### config.mk
export PLATFORM = sky130hd
export DESIGN_NAME = alu8_flags_unit
export DESIGN_NICKNAME = d
export VERILOG_FILES = /design/src/rtl/alu8_pkg.sv /design/src/rtl/alu8_decode.sv /design/src/rtl/alu8_arith.sv /design/src/rtl/alu8_regfile.sv /design/src/rtl/alu8_flags_unit.sv
export SDC_FILE = /design/constraint.sdc
export NUM_CORES = 1
export LEC_CHECK = 0
export CORE_MARGIN = 1
export CORE_UTILIZATION = 50
export CTS_BUF_LIST = sky130_fd_sc_hd__clkbuf_8
export CTS_CLUSTER_SIZE = 24
export DETAILED_ROUTE_END_ITERATION = 7
export PLACE_DENSITY = 0.72
export SYNTH_ARGS = -nofsm -noshare
export SYNTH_HDL_FRONTEND = slang
export SYNTH_SLANG_ARGS = --single-unit
### constraint.sdc
create_clock -name clk -period 13.4 [get_ports clk]
set_clock_uncertainty 0.2 [all_clocks]
set_input_delay 4.02 -clock clk [delete_from_list [all_inputs] [get_ports clk]]
set_output_delay 4.02 -clock clk [all_outputs]
set_load 0.02 [all_outputs]
### src/rtl/alu8_pkg.sv
package alu8_pkg;

  typedef enum logic [3:0] {
    OP_NONE, OP_ADD, OP_ADC, OP_SUB, OP_SBC, OP_CP, OP_CPC, OP_SUBI, OP_SBCI, OP_CPI
  } alu_op_e;

  typedef struct packed {
    logic h;
    logic s;
    logic v;
    logic n;
    logic z;
    logic c;
  } sflags_t;

endpackage

### src/rtl/alu8_decode.sv
module alu8_decode
  import alu8_pkg::*;
#(
  parameter int IW = 16,
  parameter int AW = 5,
  parameter int DW = 8
) (
  input  logic [IW-1:0] instr,
  output logic          op_valid,
  output logic          is_cmp,
  output logic          is_add,
  output logic          use_cin,
  output logic          chained,
  output logic          use_imm,
  output logic [AW-1:0] dst_idx,
  output logic [AW-1:0] src_idx,
  output logic [DW-1:0] imm
);

  localparam int HALF = DW / 2;

  alu_op_e op;

  always_comb begin
    op = OP_NONE;
    unique case (instr[15:12])
      4'b0011: op = OP_CPI;
      4'b0100: op = OP_SBCI;
      4'b0101: op = OP_SUBI;
      4'b0000, 4'b0001: begin
        case (instr[15:10])
          6'b000001: op = OP_CPC;
          6'b000010: op = OP_SBC;
          6'b000011: op = OP_ADD;
          6'b000101: op = OP_CP;
          6'b000110: op = OP_SUB;
          6'b000111: op = OP_ADC;
          default:   op = OP_NONE;
        endcase
      end
      default: op = OP_NONE;
    endcase
  end

  always_comb begin
    op_valid = (op != OP_NONE);
    is_cmp   = (op == OP_CP) || (op == OP_CPC) || (op == OP_CPI);
    is_add   = (op == OP_ADD) || (op == OP_ADC);
    chained  = (op == OP_SBC) || (op == OP_SBCI) || (op == OP_CPC);
    use_cin  = chained || (op == OP_ADC);
    use_imm  = (op == OP_CPI) || (op == OP_SBCI) || (op == OP_SUBI);
    imm      = {instr[11:8], instr[HALF-1:0]};
    src_idx  = {instr[9], instr[3:0]};
    if (use_imm) dst_idx = {1'b1, instr[7:4]};
    else         dst_idx = instr[8:4];
  end

endmodule

### src/rtl/alu8_arith.sv
module alu8_arith
  import alu8_pkg::*;
#(
  parameter int DW = 8
) (
  input  logic [DW-1:0] opa,
  input  logic [DW-1:0] opb,
  input  logic          is_add,
  input  logic          use_cin,
  input  logic          chained,
  input  sflags_t       flags_in,
  output logic [DW-1:0] result,
  output sflags_t       flags_out
);

  localparam int HB  = DW / 2 - 1;
  localparam int MSB = DW - 1;

  logic          cin;
  logic [DW:0]   sum;
  logic [HB+1:0] nib_sum;
  logic [DW-1:0] borrow_t;
  logic [DW-1:0] ovf_t;
  logic          res_zero;

  always_comb begin
    cin      = use_cin & flags_in.c;
    sum      = {1'b0, opa} + {1'b0, opb} + {{DW{1'b0}}, cin};
    nib_sum  = {1'b0, opa[HB:0]} + {1'b0, opb[HB:0]} + {{(HB+1){1'b0}}, cin};
    if (is_add) result = sum[DW-1:0];
    else        result = opa - opb - {{(DW-1){1'b0}}, cin};
    borrow_t = (~opa & opb) | (opb & result) | (result & ~opa);
    ovf_t    = (opa & ~opb & ~result) | (~opa & opb & result);
    res_zero = (result == '0);

    if (is_add) begin
      flags_out.c = sum[DW];
      flags_out.h = nib_sum[HB+1];
      flags_out.v = (opa[MSB] == opb[MSB]) && (result[MSB] != opa[MSB]);
    end else begin
      flags_out.c = borrow_t[MSB];
      flags_out.h = borrow_t[HB];
      flags_out.v = ovf_t[MSB];
    end
    flags_out.n = result[MSB];
    flags_out.s = flags_out.n ^ flags_out.v;
    if (chained) flags_out.z = flags_in.z & res_zero;
    else         flags_out.z = res_zero;
  end

endmodule

### src/rtl/alu8_regfile.sv
module alu8_regfile #(
  parameter int DW    = 8,
  parameter int DEPTH = 32,
  parameter int AW    = $clog2(DEPTH)
) (
  input  logic          clk,
  input  logic          rst_n,
  input  logic          we,
  input  logic [AW-1:0] waddr,
  input  logic [DW-1:0] wdata,
  input  logic [AW-1:0] ra_a,
  input  logic [AW-1:0] ra_b,
  input  logic [AW-1:0] ra_c,
  output logic [DW-1:0] rd_a,
  output logic [DW-1:0] rd_b,
  output logic [DW-1:0] rd_c
);

  logic [DW-1:0] mem_q [DEPTH];

  for (genvar gi = 0; gi < DEPTH; gi++) begin : g_entry
    logic wen;
    assign wen = we && (waddr == AW'(gi));
    always_ff @(posedge clk or negedge rst_n) begin
      if (!rst_n)   mem_q[gi] <= '0;
      else if (wen) mem_q[gi] <= wdata;
    end
  end

  assign rd_a = mem_q[ra_a];
  assign rd_b = mem_q[ra_b];
  assign rd_c = mem_q[ra_c];

endmodule

### src/rtl/alu8_flags_unit.sv
module alu8_flags_unit
  import alu8_pkg::*;
#(
  parameter int DW    = 8,
  parameter int DEPTH = 32,
  parameter int IW    = 16,
  parameter int FW    = 6,
  parameter int AW    = $clog2(DEPTH)
) (
  input  logic          clk,
  input  logic          rst_n,
  input  logic          exec_en,
  input  logic [IW-1:0] instr,
  input  logic          ld_en,
  input  logic [AW-1:0] ld_addr,
  input  logic [DW-1:0] ld_data,
  input  logic          flag_ld_en,
  input  logic [FW-1:0] flag_ld_data,
  input  logic [AW-1:0] rd_addr,
  output logic [DW-1:0] rd_data,
  output logic [FW-1:0] flags
);

  logic [1:0]    rst_sync_q;
  logic          rst_sync_n;
  logic          op_valid, is_cmp, is_add, use_cin, chained, use_imm;
  logic [AW-1:0] dst_idx, src_idx;
  logic [DW-1:0] imm, dval, sval, opb, alu_res;
  logic          exec_go;
  logic          rf_we;
  logic [AW-1:0] rf_waddr;
  logic [DW-1:0] rf_wdata;
  sflags_t       flags_q, flags_d, alu_flags;

  // reset: asserted at once, released after two clocks
  always_ff @(posedge clk or negedge rst_n) begin
    if (!rst_n) rst_sync_q <= '0;
    else        rst_sync_q <= {rst_sync_q[0], 1'b1};
  end
  assign rst_sync_n = rst_sync_q[1];

  alu8_decode #(.IW(IW), .AW(AW), .DW(DW)) u_dec (
    .instr(instr), .op_valid(op_valid), .is_cmp(is_cmp), .is_add(is_add),
    .use_cin(use_cin), .chained(chained), .use_imm(use_imm),
    .dst_idx(dst_idx), .src_idx(src_idx), .imm(imm)
  );

  alu8_regfile #(.DW(DW), .DEPTH(DEPTH), .AW(AW)) u_rf (
    .clk(clk), .rst_n(rst_sync_n), .we(rf_we), .waddr(rf_waddr), .wdata(rf_wdata),
    .ra_a(dst_idx), .ra_b(src_idx), .ra_c(rd_addr),
    .rd_a(dval), .rd_b(sval), .rd_c(rd_data)
  );

  assign opb = use_imm ? imm : sval;

  alu8_arith #(.DW(DW)) u_alu (
    .opa(dval), .opb(opb), .is_add(is_add), .use_cin(use_cin), .chained(chained),
    .flags_in(flags_q), .result(alu_res), .flags_out(alu_flags)
  );

  // write-back select: an issued instruction owns the cycle
  always_comb begin
    exec_go  = exec_en && op_valid;
    rf_we    = 1'b0;
    rf_waddr = ld_addr;
    rf_wdata = ld_data;
    if (exec_en) begin
      rf_we    = exec_go && !is_cmp;
      rf_waddr = dst_idx;
      rf_wdata = alu_res;
    end else if (ld_en) begin
      rf_we    = 1'b1;
    end
  end

  always_comb begin
    flags_d = flags_q;
    if (exec_go)                      flags_d = alu_flags;
    else if (!exec_en && flag_ld_en)  flags_d = sflags_t'(flag_ld_data);
  end

  always_ff @(posedge clk or negedge rst_sync_n) begin
    if (!rst_sync_n) flags_q <= '0;
    else             flags_q <= flags_d;
  end

  assign flags = flags_q;

endmodule

-- After elaboration in Yosys (flattened, before gate mapping)
Cells that the tools add are included.
- $add $sub $neg: 6
- multiply operators: 0
- div/mod/pow operators: 0
- magnitude comparators: 3
- eq/ne operators: 51
- shift operators: 0
- multiplexer cells: 24
- bitwise logic cells: 18
- reductions and logical operators: 52
- operators by type and width (kind ; count):
    $bmux 8 s5 ; 3
    $eq 5x5->1 const B ; 16
    $mux 8 ; 9
    $and 8x8->8 ; 6
    $eq 5x4->1 const B ; 8
    $logic_and 1x1->1 ; 36
    $eq 4x3->1 const B ; 6
    $not 8->8 ; 3
    $or 8x8->8 ; 3
    $eq 5x3->1 const B ; 4
    $eq 6x3->1 const B ; 3
    $ge 6x6->1 const B ; 3
    $not 5->6 ; 3
    $pmux 3 s6 ; 1
    $pmux 4 s4 ; 1
    $eq 6x2->1 const B ; 2
    $mux 6 ; 2
    $eq 5x2->1 const B ; 2
    $mux 5 ; 2
    $add 8x8->9 ; 1
    $add 9x1->9 ; 1
    $eq 4x1->1 const B ; 2
    $eq 4x2->1 const B ; 2
    $eq 4x4->1 const B ; 2
    19 further kinds ; 33
- register bits after elaboration: 264
- latch bits: 0
- RAM bits: 0
- memory bits (read-only): 0
- input bits: 45
- memories: 0

-- Depth between registers and ports, before layout
- depth after elaboration: 20
- mapped depth: 24
- mapped depth without buffers: 22

-- Modules after synthesis
From an unflattened synthesis, not the netlist that was laid out.
- cell total of the unflattened synthesis: 1165
- area total of the unflattened synthesis: 17844.6 µm²
- modules (own cells, without submodules) (module ; times used ; cells an instance ; area each (µm²) ; seq. area each (µm²)):
    alu8_regfile ; 1 ; 913 ; 15683.8 ; 6406.1
    alu8_arith ; 1 ; 159 ; 1174.9 ; 0.0
    alu8_flags_unit ; 1 ; 56 ; 721.9 ; 200.2
    alu8_decode ; 1 ; 37 ; 264.0 ; 0.0

-- Worst setup path before layout
Ideal clock, no wire load.
- path type: input-to-output
- start point: input port rd_addr[0]
- end point: output port rd_data[0]
- data arrival time: 6.274 ns
- setup slack: 2.906 ns
- stages on the path: 5
- buffers on the path: 2
- cells stage by stage: clkbuf_1 > buf_1 > mux4_2 > mux4_2 > mux2_2
- cells in the longest elaborated chain, start to end: 4
- RTL lines (element ; RTL line ; RTL):
    start, declared ; alu8_flags_unit.sv:19 ; input logic [AW-1:0] rd_addr,
    $not 5->6 (implied by the code) ; alu8_regfile.sv:32 ; assign rd_c = mem_q[ra_c];
    $bmux 8 s5 ; alu8_regfile.sv:32 ;
    $mux 8 (implied by the code) (2 in series) ; alu8_regfile.sv:32 ;
    end, declared ; alu8_flags_unit.sv:20 ; output logic [DW-1:0] rd_data,
Every way passes these cells. The select of a mux whose other input is x is not followed.

-- Worst setup path in the final report
- start point: input port rd_addr[0]
- end point: output port rd_data[7]
The elaborated chain is that of the path after synthesis.

==> results.ini <==
[status]
outcome = complete, no violations

[die]
fp.dieH_um = 188
rows = 67
die_x_um = 188
coreArea_um2 = 33700
ioPinCount = 59
initial_utilization_pct = 51.1
dieArea_um2 = 35200

[clocking]
cts_sinks = 264
cts_tree = built
clk_path_buf_depth = 3
root_buffer = clkbuf_8
clk_pin_slew_worst_paths_ns = 0.05
cts_resized = 0
cts_hold_buffers = 0
clock_latency_ns = 0.58
postCtsSetupRepairBufs = 0
cts-buffers-inserted = 45
h-tree-depth = 2

[global_route]
grt-ovfl-total = 0
antenna_found_initial = 1
grt_pass1_vias = 12600
gr-usage-all-layers_pct = 29.9
grt_start_max_net_pins = 176
grt_pass1_wl_um = 78400

[detailed_routing]
wirelength_um = 51200
route.detailed.drc = 0
post_drt_wl_per_cell_um = 27.9
avgViaCountPerCell = 6.87
drt_iter0_drc = 1315
num_vias = 12600
drtAntennaViolNets = 0
firstDrtPassIters = 5

[sta]
finalHoldViolations = 0
timing.fmax_ghz = 0.0882
setup_tns_ns = 0
worst_slew_margin_rel_pct = 19.4
drv_slew = 0
finalCritPeriodShare_pct = 84.6
setup_viol = 0
rsz0062_at_grt = false
tightest_slew_ns = 1.20
period_minus_slack_ns = 11.34

[yosys]
synth_cell_type_count = 59
synth-seq-cells = 264
syn_area_um2 = 17200
syn_nets = 1417
netlist_top_cells_count = dfrtp_1, mux4_2, mux2_2, nand2_1, nor2_1
synth_ff_type = dfrtp_1
avgSynthCellArea_um2 = 12.8
synth_most_common_cell = dfrtp_1
ys_seq_area_share_pct = 38.3
synth_edf_count = 0
ys_warn_count = 0
yosys.area.top_type = dfrtp_1
synthesis.instances = 1348
synth_top_area_share_pct = 38.3
ys_top_cells_by_area = dfrtp_1, mux4_2, mux2_2
synthArstFlopShare_pct = 100

[setup_path]
cp_max_fo = 54
reg2regPathDepth = 16
startpoint = rd_addr[0]
critPathArrivalTime_ns = 7.12
crit_path_end_kind = output pin
critPathCapture = rd_data[7]
reg2reg_to = flags[4]$_DFFE_PN0P_
r2r_slack_ns = 8.09
r2r-start = u_rf.mem_q[44]$_DFFE_PN0P_
cp_data_required_time_ns = 9.18
crit_type = in -> out
start_kind = input pin

[layout]
area_delta_synth_final_pct = 10.3
antenna_cells = 0
final_util_pct = 56.4
fillers = 2665
drive_above_1_share_pct = 36.8
finalNetCount = 1427

[power]
p_per_area_nw_per_um2 = 193
leakage_nw = 7.90
peakVddDrop_v = 0.000271

[min_path]
hp-class = reg -> reg

[place]
dp_hpwl_um = 32600
io_buffers = 58
routabilityCongestion = 0.923

[job]
cap_violations = 0

worst max-delay path, cell delays in order:
cell and delay (ns):
buf_4 0.81, buf_4 0.40, mux4_2 0.52, mux4_2 0.49, mux2_2 0.28, clkdlybuf4s50_1 0.55
placed cells by master (no fill, tap or decap), drive strengths merged, types with 6 or more instances in the layout:
| cell | netlist | layout |
|---|---|---|
| dfrtp | 264 | 264 |
| mux4 | 234 | 234 |
| mux2 | 134 | 134 |
| nand2 | 132 | 132 |
| nor2 | 103 | 103 |
| o21ai | 100 | 100 |
| a21oi | 80 | 80 |
| clkbuf | 64 | 53 |
| clkdlybuf4s50 | 0 | 52 |
| inv | 25 | 42 |
| buf | 57 | 32 |
| mux2i | 21 | 21 |
| ha | 20 | 20 |
| or3 | 10 | 10 |
| nor3 | 9 | 9 |
| nand2b | 6 | 6 |
sequential cells by signal, summed over array words and instances, names as in the netlist:
| register | cells |
|---|---|
| flags | 6 |
| rst_sync_q | 2 |
| u_rf.mem_q | 256 |
where the power goes:
group / switching, mW / internal (mW) / leakage, nW
logic: 0.766 / 0.815 / 3.94
clock network: 0.338 / 0.397 / 0.516
registers: 0.289 / 1.06 / 3.44
total: 1.39 / 2.28 / 7.90
metrics by stage:
stage / worst slack [ns] / area, um2 / hold WS, ns / total power, mW / std cells
3_5_place_dp: 2.03 / 18100 / 0.139 / 2.92 / 1759
3_3_place_gp: 2.10 / 18100 / 0.137 / 2.86 / 1759
5_1_grt: 1.87 / 19000 / 0.166 / 3.87 / 1838
2_1_floorplan: 2.91 / 17200 / 0.131 / 2.49 / 1348
4_1_cts: 2.02 / 19000 / 0.152 / 3.65 / 1838
6_report: 2.06 / 19000 / 0.148 / 3.67 / 1838
logic make-up after synthesis:
logic type / Yosys count / synth area share [%]
xor gates and xnor gates: 7 / 0.465
other: 1 / 0.0218
AOI/OAI and AO/OA: 219 / 7.58
buffers and inverters: 147 / 3.60
muxes: 389 / 40.7
adders and majority gates: 24 / 1.92
DFF: 264 / 38.3
and+or+nand+nor: 297 / 7.36
worst min-delay path by stage:
stage | start | endpoint | depth (start not counted)
after CTS | rst_sync_q[0]$_DFF_PN0_ | rst_sync_q[1]$_DFF_PN0_ | 0
after detailed placement | rst_sync_q[0]$_DFF_PN0_ | rst_sync_q[1]$_DFF_PN0_ | 0
final | rst_sync_q[0]$_DFF_PN0_ | rst_sync_q[1]$_DFF_PN0_ | 0
after floorplan | rst_sync_q[0]$_DFF_PN0_ | rst_sync_q[1]$_DFF_PN0_ | 0
after global placement | rst_sync_q[0]$_DFF_PN0_ | rst_sync_q[1]$_DFF_PN0_ | 0
after global routing | rst_sync_q[0]$_DFF_PN0_ | rst_sync_q[1]$_DFF_PN0_ | 0
final cells by class:
cell class	count	area, um2	area share [%]
multi-input combinational	937	10100	53.0
inverter	26	97.6	0.513
clock inverter	26	166	0.875
tap	448	561	2.95
clock buffer	53	729	3.84
sequential	264	6610	34.8
timing repair buffer	84	766	4.03
layer usage:
metal  track usage, %  routed length [um]  vias up  share of wire (%)
met5                0                  19        -              0.037
met1             40.0               19600     6453                 38
li1                 -                   -     5197                  -
met4             14.5                2620        2                5.1
met3             8.42                5660      159                 11
met2             45.2               23400      825                 46
Power figures use the tool's default switching activity.
